**config.mk**
```make
export PLATFORM = sky130hd
export DESIGN_NAME = intr_route_table
export DESIGN_NICKNAME = d
export VERILOG_FILES = /design/src/rtl/intr_route_pkg.sv /design/src/rtl/intr_route_regs.sv /design/src/rtl/intr_route_pins.sv /design/src/rtl/intr_route_dispatch.sv /design/src/rtl/intr_route_table.sv
export SDC_FILE = /design/constraint.sdc
export NUM_CORES = 2
export LEC_CHECK = 0
export BUFFER_PORTS_ARGS = -buffer_cell sky130_fd_sc_hd__buf_4
export CORE_AREA = 2 2 480 482
export CTS_CLUSTER_DIAMETER = 120
export DETAILED_ROUTE_END_ITERATION = 10
export DIE_AREA = 0 0 482 484
export GPL_ROUTABILITY_DRIVEN = 0
export PLACE_DENSITY = 0.53
export RECOVER_POWER = 100
export SYNTH_ARGS = -nofsm -noshare
export SYNTH_HDL_FRONTEND = slang
export SYNTH_SLANG_ARGS = --single-unit
```
**constraint.sdc**
```tcl
create_clock -name clk -period 7 [get_ports clk]
set_input_delay 0.35 -clock clk [delete_from_list [all_inputs] [get_ports clk]]
set_output_delay 0.35 -clock clk [all_outputs]
set_load 0.01 [all_outputs]
```
**src/rtl/intr_route_pkg.sv**
```systemverilog
`timescale 1ns/1ps
package intr_route_pkg;

    localparam int ENTRY_W = 64;
    localparam int WORD_W  = 32;

    localparam logic [ENTRY_W-1:0] ENTRY_RESET = 64'h0000_0000_0001_0000;

    typedef struct packed {
        logic [7:0] dest;
        logic       dest_mode;
        logic [2:0] deliv_mode;
        logic [7:0] vector;
        logic       polarity;
        logic       trig_level;
    } route_msg_t;

    typedef struct packed {
        logic       masked;
        route_msg_t msg;
    } entry_view_t;

    typedef enum logic [1:0] {
        REG_IDENT,
        REG_VERSION,
        REG_ENTRY,
        REG_NONE
    } reg_kind_e;

    function automatic entry_view_t decode_entry(input logic [ENTRY_W-1:0] e);
        entry_view_t v;
        v.masked         = e[16];
        v.msg.dest       = e[63:56];
        v.msg.dest_mode  = e[11];
        v.msg.deliv_mode = e[10:8];
        v.msg.vector     = e[7:0];
        v.msg.polarity   = e[13];
        v.msg.trig_level = e[15];
        return v;
    endfunction

    function automatic logic entry_is_level(input logic [ENTRY_W-1:0] e);
        return e[15];
    endfunction

endpackage

```
**src/rtl/intr_route_regs.sv**
```systemverilog
`timescale 1ns/1ps
module intr_route_regs
    import intr_route_pkg::*;
#(
    parameter int NUM_PINS = 24,
    parameter int ADDR_W   = 8,
    parameter int IDX_W    = 8,
    parameter int SEL_OFF  = 0,
    parameter int WIN_OFF  = 16,
    parameter int WIN_BASE = 16,
    parameter logic [7:0] VERSION = 8'h11
) (
    input  logic                              clk,
    input  logic                              rst,
    input  logic                              bus_wen,
    input  logic [ADDR_W-1:0]                 bus_addr,
    input  logic [WORD_W-1:0]                 bus_wdata,
    output logic [WORD_W-1:0]                 bus_rdata,
    output logic [IDX_W-1:0]                  sel_idx,
    output logic [NUM_PINS-1:0][ENTRY_W-1:0]  entries
);

    localparam int PIN_W      = (NUM_PINS > 1) ? $clog2(NUM_PINS) : 1;
    localparam int ENTRY_LAST = WIN_BASE + 2 * NUM_PINS - 1;

    logic [IDX_W-1:0] sel_q;
    logic [7:0]       ident_q;
    logic [IDX_W-1:0] rel;
    logic [PIN_W-1:0] slot;
    logic             upper;
    reg_kind_e        kind;
    logic             sel_wr;
    logic             win_wr;
    logic [WORD_W-1:0] win_rd;

    always_comb begin
        rel   = sel_q - IDX_W'(WIN_BASE);
        slot  = rel[PIN_W:1];
        upper = rel[0];
        if (sel_q == '0)
            kind = REG_IDENT;
        else if (sel_q == IDX_W'(1))
            kind = REG_VERSION;
        else if (int'(sel_q) >= WIN_BASE && int'(sel_q) <= ENTRY_LAST)
            kind = REG_ENTRY;
        else
            kind = REG_NONE;
    end

    assign sel_wr = bus_wen && (bus_addr == ADDR_W'(SEL_OFF));
    assign win_wr = bus_wen && (bus_addr == ADDR_W'(WIN_OFF));

    always_ff @(posedge clk) begin
        if (rst) begin
            sel_q   <= '0;
            ident_q <= '0;
        end else begin
            if (sel_wr)
                sel_q <= bus_wdata[IDX_W-1:0];
            if (win_wr && kind == REG_IDENT)
                ident_q <= bus_wdata[31:24];
        end
    end

    for (genvar p = 0; p < NUM_PINS; p++) begin : g_entry
        logic             hit;
        logic [ENTRY_W-1:0] ent_q;

        assign hit = win_wr && (kind == REG_ENTRY) && (slot == PIN_W'(p));

        always_ff @(posedge clk) begin
            if (rst) begin
                ent_q <= ENTRY_RESET;
            end else if (hit) begin
                if (upper)
                    ent_q[ENTRY_W-1:WORD_W] <= bus_wdata;
                else
                    ent_q[WORD_W-1:0] <= bus_wdata;
            end
        end

        assign entries[p] = ent_q;
    end

    always_comb begin
        win_rd = '0;
        case (kind)
            REG_IDENT:   win_rd = {ident_q, 24'd0};
            REG_VERSION: win_rd = {8'd0, 8'(NUM_PINS - 1), 8'd0, VERSION};
            REG_ENTRY:   win_rd = upper ? entries[slot][ENTRY_W-1:WORD_W]
                                        : entries[slot][WORD_W-1:0];
            default:     win_rd = '0;
        endcase

        if (bus_addr == ADDR_W'(SEL_OFF))
            bus_rdata = WORD_W'(sel_q);
        else if (bus_addr == ADDR_W'(WIN_OFF))
            bus_rdata = win_rd;
        else
            bus_rdata = '0;
    end

    assign sel_idx = sel_q;

endmodule

```
**src/rtl/intr_route_pins.sv**
```systemverilog
`timescale 1ns/1ps
module intr_route_pins #(
    parameter int NUM_PINS   = 24,
    parameter int LINE_W     = 8,
    parameter int ALIAS_LINE = 0,
    parameter int ALIAS_PIN  = 2,
    localparam int PIN_W     = (NUM_PINS > 1) ? $clog2(NUM_PINS) : 1
) (
    input  logic                clk,
    input  logic                rst,
    input  logic                line_valid,
    input  logic [LINE_W-1:0]   line_num,
    input  logic                line_level,
    input  logic [NUM_PINS-1:0] level_mode,
    input  logic                take_valid,
    input  logic [PIN_W-1:0]    take_pin,
    output logic [NUM_PINS-1:0] pending,
    output logic [NUM_PINS-1:0] spent
);

    logic             in_range;
    logic [PIN_W-1:0] pin;

    always_comb begin
        in_range = int'(line_num) < NUM_PINS;
        if (int'(line_num) == ALIAS_LINE)
            pin = PIN_W'(ALIAS_PIN);
        else
            pin = line_num[PIN_W-1:0];
    end

    for (genvar p = 0; p < NUM_PINS; p++) begin : g_pin
        logic hit;
        logic took;
        logic lvl_q;
        logic pend_q;
        logic spent_q;

        assign hit  = line_valid && in_range && (pin == PIN_W'(p));
        assign took = take_valid && (take_pin == PIN_W'(p));

        always_ff @(posedge clk) begin
            if (rst) begin
                lvl_q   <= 1'b0;
                pend_q  <= 1'b0;
                spent_q <= 1'b0;
            end else begin
                if (hit)
                    lvl_q <= line_level;
                if (level_mode[p]) begin
                    if (hit)
                        pend_q <= line_level;
                    if (hit && !line_level)
                        spent_q <= 1'b0;
                    else if (took)
                        spent_q <= 1'b1;
                end else begin
                    if (hit && line_level && !lvl_q)
                        pend_q <= 1'b1;
                    else if (took)
                        pend_q <= 1'b0;
                    spent_q <= 1'b0;
                end
            end
        end

        assign pending[p] = pend_q;
        assign spent[p]   = spent_q;
    end

endmodule

```
**src/rtl/intr_route_dispatch.sv**
```systemverilog
`timescale 1ns/1ps
module intr_route_dispatch
    import intr_route_pkg::*;
#(
    parameter int NUM_PINS = 24,
    localparam int PIN_W   = (NUM_PINS > 1) ? $clog2(NUM_PINS) : 1
) (
    input  logic                             clk,
    input  logic                             rst,
    input  logic [NUM_PINS-1:0]              pending,
    input  logic [NUM_PINS-1:0]              spent,
    input  logic [NUM_PINS-1:0][ENTRY_W-1:0] entries,
    input  logic                             out_ready,
    output logic                             out_valid,
    output route_msg_t                       out_msg,
    output logic                             take_valid,
    output logic [PIN_W-1:0]                 take_pin
);

    entry_view_t         view [NUM_PINS];
    logic [NUM_PINS-1:0] eligible;
    logic [PIN_W-1:0]    pick;
    logic                any;
    logic                load;
    logic                valid_q;
    route_msg_t          msg_q;

    for (genvar p = 0; p < NUM_PINS; p++) begin : g_view
        assign view[p]     = decode_entry(entries[p]);
        assign eligible[p] = pending[p] && !view[p].masked
                             && !(view[p].msg.trig_level && spent[p]);
    end

    always_comb begin
        pick = '0;
        for (int i = NUM_PINS - 1; i >= 0; i--) begin
            if (eligible[i])
                pick = PIN_W'(i);
        end
    end

    assign any        = |eligible;
    assign load       = !valid_q || out_ready;
    assign take_valid = load && any;
    assign take_pin   = pick;

    always_ff @(posedge clk) begin
        if (rst) begin
            valid_q <= 1'b0;
            msg_q   <= '0;
        end else if (load) begin
            valid_q <= any;
            if (any)
                msg_q <= view[pick].msg;
        end
    end

    assign out_valid = valid_q;
    assign out_msg   = msg_q;

endmodule

```
**src/rtl/intr_route_table.sv**
```systemverilog
`timescale 1ns/1ps
module intr_route_table
    import intr_route_pkg::*;
#(
    parameter int NUM_PINS   = 24,
    parameter int ADDR_W     = 8,
    parameter int IDX_W      = 8,
    parameter int LINE_W     = 8,
    parameter int SEL_OFF    = 0,
    parameter int WIN_OFF    = 16,
    parameter int WIN_BASE   = 16,
    parameter int ALIAS_LINE = 0,
    parameter int ALIAS_PIN  = 2,
    parameter logic [7:0] VERSION = 8'h11
) (
    input  logic              clk,
    input  logic              rst,
    input  logic              bus_wen,
    input  logic [ADDR_W-1:0] bus_addr,
    input  logic [31:0]       bus_wdata,
    output logic [31:0]       bus_rdata,
    input  logic              line_valid,
    input  logic [LINE_W-1:0] line_num,
    input  logic              line_level,
    output logic              msg_valid,
    input  logic              msg_ready,
    output logic [7:0]        msg_dest,
    output logic              msg_dest_mode,
    output logic [2:0]        msg_deliv_mode,
    output logic [7:0]        msg_vector,
    output logic              msg_polarity,
    output logic              msg_trig_level
);

    localparam int PIN_W = (NUM_PINS > 1) ? $clog2(NUM_PINS) : 1;

    logic [NUM_PINS-1:0][ENTRY_W-1:0] entries;
    logic [IDX_W-1:0]                 sel_idx;
    logic [NUM_PINS-1:0]              level_mode;
    logic [NUM_PINS-1:0]              pending;
    logic [NUM_PINS-1:0]              spent;
    logic                             take_valid;
    logic [PIN_W-1:0]                 take_pin;
    route_msg_t                       out_msg;

    intr_route_regs #(
        .NUM_PINS (NUM_PINS),
        .ADDR_W   (ADDR_W),
        .IDX_W    (IDX_W),
        .SEL_OFF  (SEL_OFF),
        .WIN_OFF  (WIN_OFF),
        .WIN_BASE (WIN_BASE),
        .VERSION  (VERSION)
    ) i_regs (
        .clk       (clk),
        .rst       (rst),
        .bus_wen   (bus_wen),
        .bus_addr  (bus_addr),
        .bus_wdata (bus_wdata),
        .bus_rdata (bus_rdata),
        .sel_idx   (sel_idx),
        .entries   (entries)
    );

    for (genvar p = 0; p < NUM_PINS; p++) begin : g_mode
        assign level_mode[p] = entry_is_level(entries[p]);
    end

    intr_route_pins #(
        .NUM_PINS   (NUM_PINS),
        .LINE_W     (LINE_W),
        .ALIAS_LINE (ALIAS_LINE),
        .ALIAS_PIN  (ALIAS_PIN)
    ) i_pins (
        .clk        (clk),
        .rst        (rst),
        .line_valid (line_valid),
        .line_num   (line_num),
        .line_level (line_level),
        .level_mode (level_mode),
        .take_valid (take_valid),
        .take_pin   (take_pin),
        .pending    (pending),
        .spent      (spent)
    );

    intr_route_dispatch #(
        .NUM_PINS (NUM_PINS)
    ) i_dispatch (
        .clk        (clk),
        .rst        (rst),
        .pending    (pending),
        .spent      (spent),
        .entries    (entries),
        .out_ready  (msg_ready),
        .out_valid  (msg_valid),
        .out_msg    (out_msg),
        .take_valid (take_valid),
        .take_pin   (take_pin)
    );

    assign msg_dest       = out_msg.dest;
    assign msg_dest_mode  = out_msg.dest_mode;
    assign msg_deliv_mode = out_msg.deliv_mode;
    assign msg_vector     = out_msg.vector;
    assign msg_polarity   = out_msg.polarity;
    assign msg_trig_level = out_msg.trig_level;

endmodule

```
=== Word level (Yosys, flattened, before mapping) ===
Cells that the tools add are included.

* Output and inout port bits: 55
* Bits of input ports: 54
* Register bits: 1647
* Logic and storage cells: 818

* Eq/ne operators: 97
* Bitwise logic cells: 26
* Add/subtract/negate cells: 1
* Reductions and logical operators: 427
* Mux-type cells: 133
* Order comparisons: 5

{| class="wikitable"
|+ Operators with widths
! kind !! number
|-
| $bmux W64 S5 || 1
|-
| $logic_and A1 B1 Y1 || 223
|-
| $reduce_and A2 Y1 || 73
|-
| $mux W5 || 25
|-
| $eq A5 B4 Y1 const B || 24
|-
| $eq A5 B5 Y1 const B || 24
|-
| $bmux W23 S5 || 1
|-
| $mux W1 || 97
|-
| $mux W32 || 3
|-
| $pmux W32 S3 || 1
|-
| $logic_not A1 Y1 || 74
|-
| $reduce_bool A3 Y1 || 24
|-
| $reduce_or A3 Y1 || 24
|-
| $mux W64 || 1
|-
| $eq A5 B3 Y1 const B || 12
|-
| $ne A2 B1 Y1 const B || 24
|-
| $mux W22 || 2
|-
| $eq A5 B2 Y1 const B || 6
|-
| $not A1 Y1 || 25
|-
| $logic_not A8 Y1 || 3
|-
| $reduce_or A24 Y1 || 1
|-
| $eq A5 B1 Y1 const B || 3
|-
| $logic_not A5 Y1 || 3
|-
| $eq A8 B1 Y1 const B || 1
|-
| 13 further kinds || 14
|}

=== Logic depth before layout (Yosys ltp) ===
* Word-level depth: 32
* Gate-level depth with buffers: 16
* Mapped depth without buffers: 11

=== Modules after synthesis ===
From an unflattened synthesis, not the netlist that was laid out.

* Cells, all modules: 9512
* Area total of the unflattened synthesis: 77724.5 µm²

{| class="wikitable"
|+ By module, submodules not included
! module !! cells an instance !! times used !! area each (µm²)
|-
| intr_route_regs || 8061 || 1 || 67400.9
|-
| intr_route_dispatch || 973 || 1 || 6323.6
|-
| intr_route_pins || 478 || 1 || 4000.1
|}

=== Worst setup path after synthesis ===
OpenSTA, ideal clock, no wires.

* Kind: register to register
* Start point: register i_regs.sel_q[4], in the netlist i_regs.sel_idx[4]
* End point: register i_regs.g_entry[10].ent_q[16]
* Path slack: 3590 ps
* Buffers on the path: 5
* Arrival time: 3287 ps
* Period minus slack after synthesis: 3410 ps
* Cell stages (with the launch flop): 15
* Cell sequence: dfxtp_1 -> clkinv_1 -> clkbuf_1 -> clkbuf_1 -> ha_1 -> nor3_1 -> nand4bb_1 -> clkbuf_1 -> or3_1 -> buf_2 -> nor4_1 -> nand2_1 -> clkbuf_1 -> nand2_1 -> nand3b_1

* Longest elaborated chain between the ends: 9
* Elaborated cells between the ends (all ways): 14
* Classes of those cells: add/sub: 1; order compare: 2; eq/ne: 3; mux: 3; reduce/logical: 5

{| class="wikitable"
|+ RTL lines
! element !! RTL line !! RTL
|-
| from (decl) || intr_route_regs.sv:26 || <nowiki>logic [IDX_W-1:0] sel_q;</nowiki>
|-
| from (signal assigned) || intr_route_regs.sv:59 || <nowiki>sel_q <= bus_wdata[IDX_W-1:0];</nowiki>
|-
| $ge A8 B5 Y1 / $le A8 B6 Y1 (equally long branches) || intr_route_regs.sv:44 || <nowiki>else if (int'(sel_q) >= WIN_BASE && int'(sel_q) <= ENTRY_LAST)</nowiki>
|-
| $logic_and A1 B1 Y1 || intr_route_regs.sv:44 ||
|-
| $mux W1 || intr_route_regs.sv:44 ||
|-
| $mux W2 || intr_route_regs.sv:42 || <nowiki>else if (sel_q == IDX_W'(1))</nowiki>
|-
| $mux W2 || intr_route_regs.sv:40 || <nowiki>if (sel_q == '0)</nowiki>
|-
| $eq A2 B2 Y1 || intr_route_regs.sv:69 || <nowiki>assign hit = win_wr && (kind == REG_ENTRY) && (slot == PIN_W'(p));</nowiki>
|-
| $logic_and A1 B1 Y1 || intr_route_regs.sv:69 ||
|-
| $logic_and A1 B1 Y1 * || intr_route_regs.sv:69 ||
|-
| $reduce_and A2 Y1 (no source line) * || - ||
|-
| to (signal, indexed assignment) || intr_route_regs.sv:76 || <nowiki>ent_q[ENTRY_W-1:WORD_W] <= bus_wdata;</nowiki>
|-
| to (signal, indexed assignment) || intr_route_regs.sv:78 || <nowiki>ent_q[WORD_W-1:0] <= bus_wdata;</nowiki>
|-
| to (decl) || intr_route_regs.sv:67 || <nowiki>logic [ENTRY_W-1:0] ent_q;</nowiki>
|}

Every way passes the cells marked *; elsewhere a longest branch is shown, timed or not.
A chain may end at the register's enable or synchronous reset.

=== Worst setup path after layout ===
* Start point: register i_regs.sel_q[3], in the netlist i_regs.sel_idx[3]
* End point: output port bus_rdata[0]

* Longest elaborated chain between the ends: 9
* Elaborated cells between the ends (all ways): 18
* Classes of those cells: add/sub: 1; order compare: 2; eq/ne: 3; mux: 9; reduce/logical: 3

{| class="wikitable"
|+ RTL lines
! element !! RTL line !! RTL
|-
| branches (longest 6 deep; another with $sub A6 B5 Y6) || - ||
|-
| $pmux W32 S3 * || intr_route_regs.sv:87 || <nowiki>case (kind)</nowiki>
|-
| $mux W32 * || intr_route_regs.sv:97 || <nowiki>else if (bus_addr == ADDR_W'(WIN_OFF))</nowiki>
|-
| $mux W32 * || intr_route_regs.sv:95 || <nowiki>if (bus_addr == ADDR_W'(SEL_OFF))</nowiki>
|-
| to (decl) || intr_route_table.sv:21 || <nowiki>output logic [31:0] bus_rdata,</nowiki>
|}

Mark *: on every way between the ends. The select of a mux whose other input is x is not followed.

==> results.md <==
* Status: finished, violations left
* Failing checks: max-capacitance violations, max-slew violations
* Distinct cells, synth at 77
* DRC at 0
* Fmax at 0.1521 GHz
* Max-Cap Viols at 54
* Fin crit share at 0.9392
* Synth Flop Type: dfxtp_1
* # clock sinks at 1646
* Post-synth top area share at 0.4390
* GR Util met3 at 0.05852
* Worst-case reg-to-reg path depth at 9
* Final hold violation count at 0
* Postcts setup bufs at 0
* # H-tree levels at 4
* Met2 Use GR at 0.3806
* Synth async-reset ratio at 0
* Layout cells sized above 1 at 0.1174
* Net Sw Frac at 0.2309
* Sequential cell fraction of total power at 0.479
* #FFs+latches synth at 1646
* DP HPWL at approximately 170000 µm
* Internal cell power at 0.01505 W
* Antenna viol nets, final at 0
* Pre-CTS setup slack at ~2000 ps
* Final WS setup at ~430 ps
* Met1 usage at 0.3349
* P_sw at 0.004519 W
* Routed length per placed instance at 25.87 µm
* Die Ht at 484 µm
* Largest net degree at the start of global routing at ~230
* CTS hold repair buffers at 6
* Syn nets at 9048
* Initial antenna violation count at 22
* RSZ-0062 raised after global routing: false
* Final Critical Period at 6574 ps
* Reg2reg start: i_regs.g_entry[2].ent_q[15]
* DRT iter0 DRCs at 8318
* Setup crit end kind: output port
* Die Width at between 400 and 500 µm
* First-pass DRT Iterations at 7
* Worst rel slew slack at -1.973
* Worst vdd ir at 0.1873 mV
* Clock-pin slew on the worst setup and hold paths at around 60 ps
* Maximum fanout along the worst path at 33
* Post-synthesis cell count at 8993
* # port buffers at 108
* DR vias/cell at 5.750
* GRT Max-Usage Layer: met2
* Startpoint types: flip-flop
* Final Setup Violations at 0
* Slew Viols, Final at 2136
* Drt total wl at 303200 µm
* RR Endpoint: i_dispatch.out_msg[3]
* CTS max path bufs at 3
* Dpl cells at ~11k
* CTS tree: done
* Type of the worst setup path: flip-flop to output port
* Gr ovfl total at 0
* Yosys warnings at 0
* Worst path arrival time at roughly 6200 ps
* Hold endpoint: i_regs.g_entry[16].ent_q[11]
* Die area at 233300 µm²
* Synth area leaders: dfxtp_1 (44%), nand2_1 (17%), mux4_2 (13%)
* First-pass GRT wire length at 438500 µm
* Clk Latency, worst-skew pair at 840 ps
* Number of cells in the finished layout apart from fillers at between 10k and 15k
* Vias in the first global route at 63.40k
* Post-synth EDFFs at 0
* Post-CTS Resized at 0
* Inserted Clock Buffers at 175
* Initial core utilization at 0.3284
* Area Overhead vs Synth at 10.74%
* Skew final at roughly 31 ps
* Worst Hold Class: input port to flip-flop
* Worst Setup SP: i_regs.sel_idx[3]
* Cell Rows at 176
* IO Pins at 109
* Worst reg2reg setup slack at just over 700 ps
* Pwr dens at between 200 and 250 nW/µm²
* Core Box Area at 228600 µm²
* CP required at 6650 ps
* Power share of the combinational group at 0.024
* Clock Tree Root: clkbuf_16
* Setup TNS at 0 ps
* Total global routing track utilization at 0.2511
* Largest area contributor in the netlist: dfxtp_1
* Static Leak at 24.50 nW
* Hold depth at 3
* Clk pwr share at 0.498
* Slew @ Worst Pin at 4460 ps
* Average cell area after synthesis at 8.347 µm²
* Via count at 67.38k
* Sequential fraction of the synthesis area at 0.4390
* Nets at ~8.6k
* Post-Syn Area at 75070 µm²
* Min-delay src: bus_wdata[11]
## cell usage after synthesis (all sizes together), types with 10 or more instances
cell type and count:
o221ai 15, nand3b 21, a22oi 36, nor4b 23, mux4 448, nor2b 32
mux2 33, dfxtp 1646, nand3 66, o211ai 12, inv 24, a221oi 71
a22o 24, a32o 15, nand2 3312, buf 295, a211oi 16, nor2 193
o31ai 18, o21ai 19, and3 10, a211o 13, clkbuf 583, nor3 28
o22ai 80, a222oi 22, and2 13, mux2i 140, a31o 16, a21oi 1647
## metal layers
layer / vias up / share of wire
li1: 29920 / -
met1: 33270 / 0.40
met2: 3543 / 0.44
met3: 636 / 0.10
met4: 8 / 0.052
met5: - / 0.00016
## through the flow
stage	hold slack, ps	power [W]	cell area [µm²]	util
2_1_floorplan	423.1	0.009846	75070	-
3_3_place_gp	434.0	0.01002	77610	0.3395
3_5_place_dp	439.8	0.01003	77610	0.3395
4_1_cts	2.041	0.01967	83620	0.3658
5_1_grt	65.79	0.02006	83110	0.3636
6_report	36.26	0.01957	83120	0.3637
## worst max path at each step
stage / to / slack, ps / depth (start not counted)
6_report: bus_rdata[0] / 430 / 7
5_1_grt: bus_rdata[0] / 550 / 7
4_1_cts: bus_rdata[4] / 1610 / 8
3_5_place_dp: i_regs.g_entry[9].ent_q[24] / 2000 / 8
3_3_place_gp: i_regs.g_entry[9].ent_q[15] / 2110 / 8
2_1_floorplan: i_regs.g_entry[10].ent_q[16] / 3590 / 14
## flip-flops by register name (all words and copies together) (netlist names)
register,cells
i_dispatch.out_msg,22
i_dispatch.out_valid,1
i_pins.g_pin.lvl_q,23
i_pins.g_pin.pend_q,24
i_pins.g_pin.spent_q,24
i_regs.g_entry.ent_q,1536
i_regs.ident_q,8
i_regs.sel_idx,8
## final cells by class
cell class                 count  area [µm²]
clock inverter                60       733.2
timing repair buffer         241        1682
clock buffer                 269        5218
inverter                      25       98.84
multi-input combinational   6444       38630
tap                         3026        3786
fill                       23010      145500
sequential                  1646       32960
antenna                        7       17.52
## cell families after synthesis
logic type      share of synthesized area
mux                                0.1580
buf+inv                           0.05072
fa+ha+maj                       0.0001667
compound gates                     0.1564
flops                              0.4390
simple gates                       0.1957
## cells in the final DEF (no fill, tap or decap), types with 23 or more instances in the layout
cell	n
mux2i_1	140
nand3_1	65
mux2_2	33
nor3_1	24
a22oi_1	36
o22ai_1	80
nor4b_1	23
clkbuf_1	122
inv_1	24
a22o_1	24
buf_4	148
nor2b_1	32
mux4_2	448
clkbuf_16	179
nand2_1	3296
a21oi_1	1647
dfxtp_1	1643
clkinv_2	30
a221oi_1	71
clkbuf_8	40
nor2_1	153
nor2_4	31
## power groups by stage
stage,combinational [W],clock (W),sequential [W]
after floorplan,0.000271,0,0.00957
after global placement,0.000449,0,0.00957
after detailed placement,0.000453,0,0.00957
after CTS,0.000456,0.00985,0.00936
after global routing,0.000479,0.0102,0.00936
final,0.000466,0.00974,0.00936
## worst max-delay path, stage by stage (launching register included)
cell and delay [ps]:
dfxtp_1 1910, buf_4 820, mux4_2 500, a221oi_1 1230
a21oi_1 60, a21boi_0 210, o21ai_0 290, buf_4 270
Power figures use the tool's default switching activity.
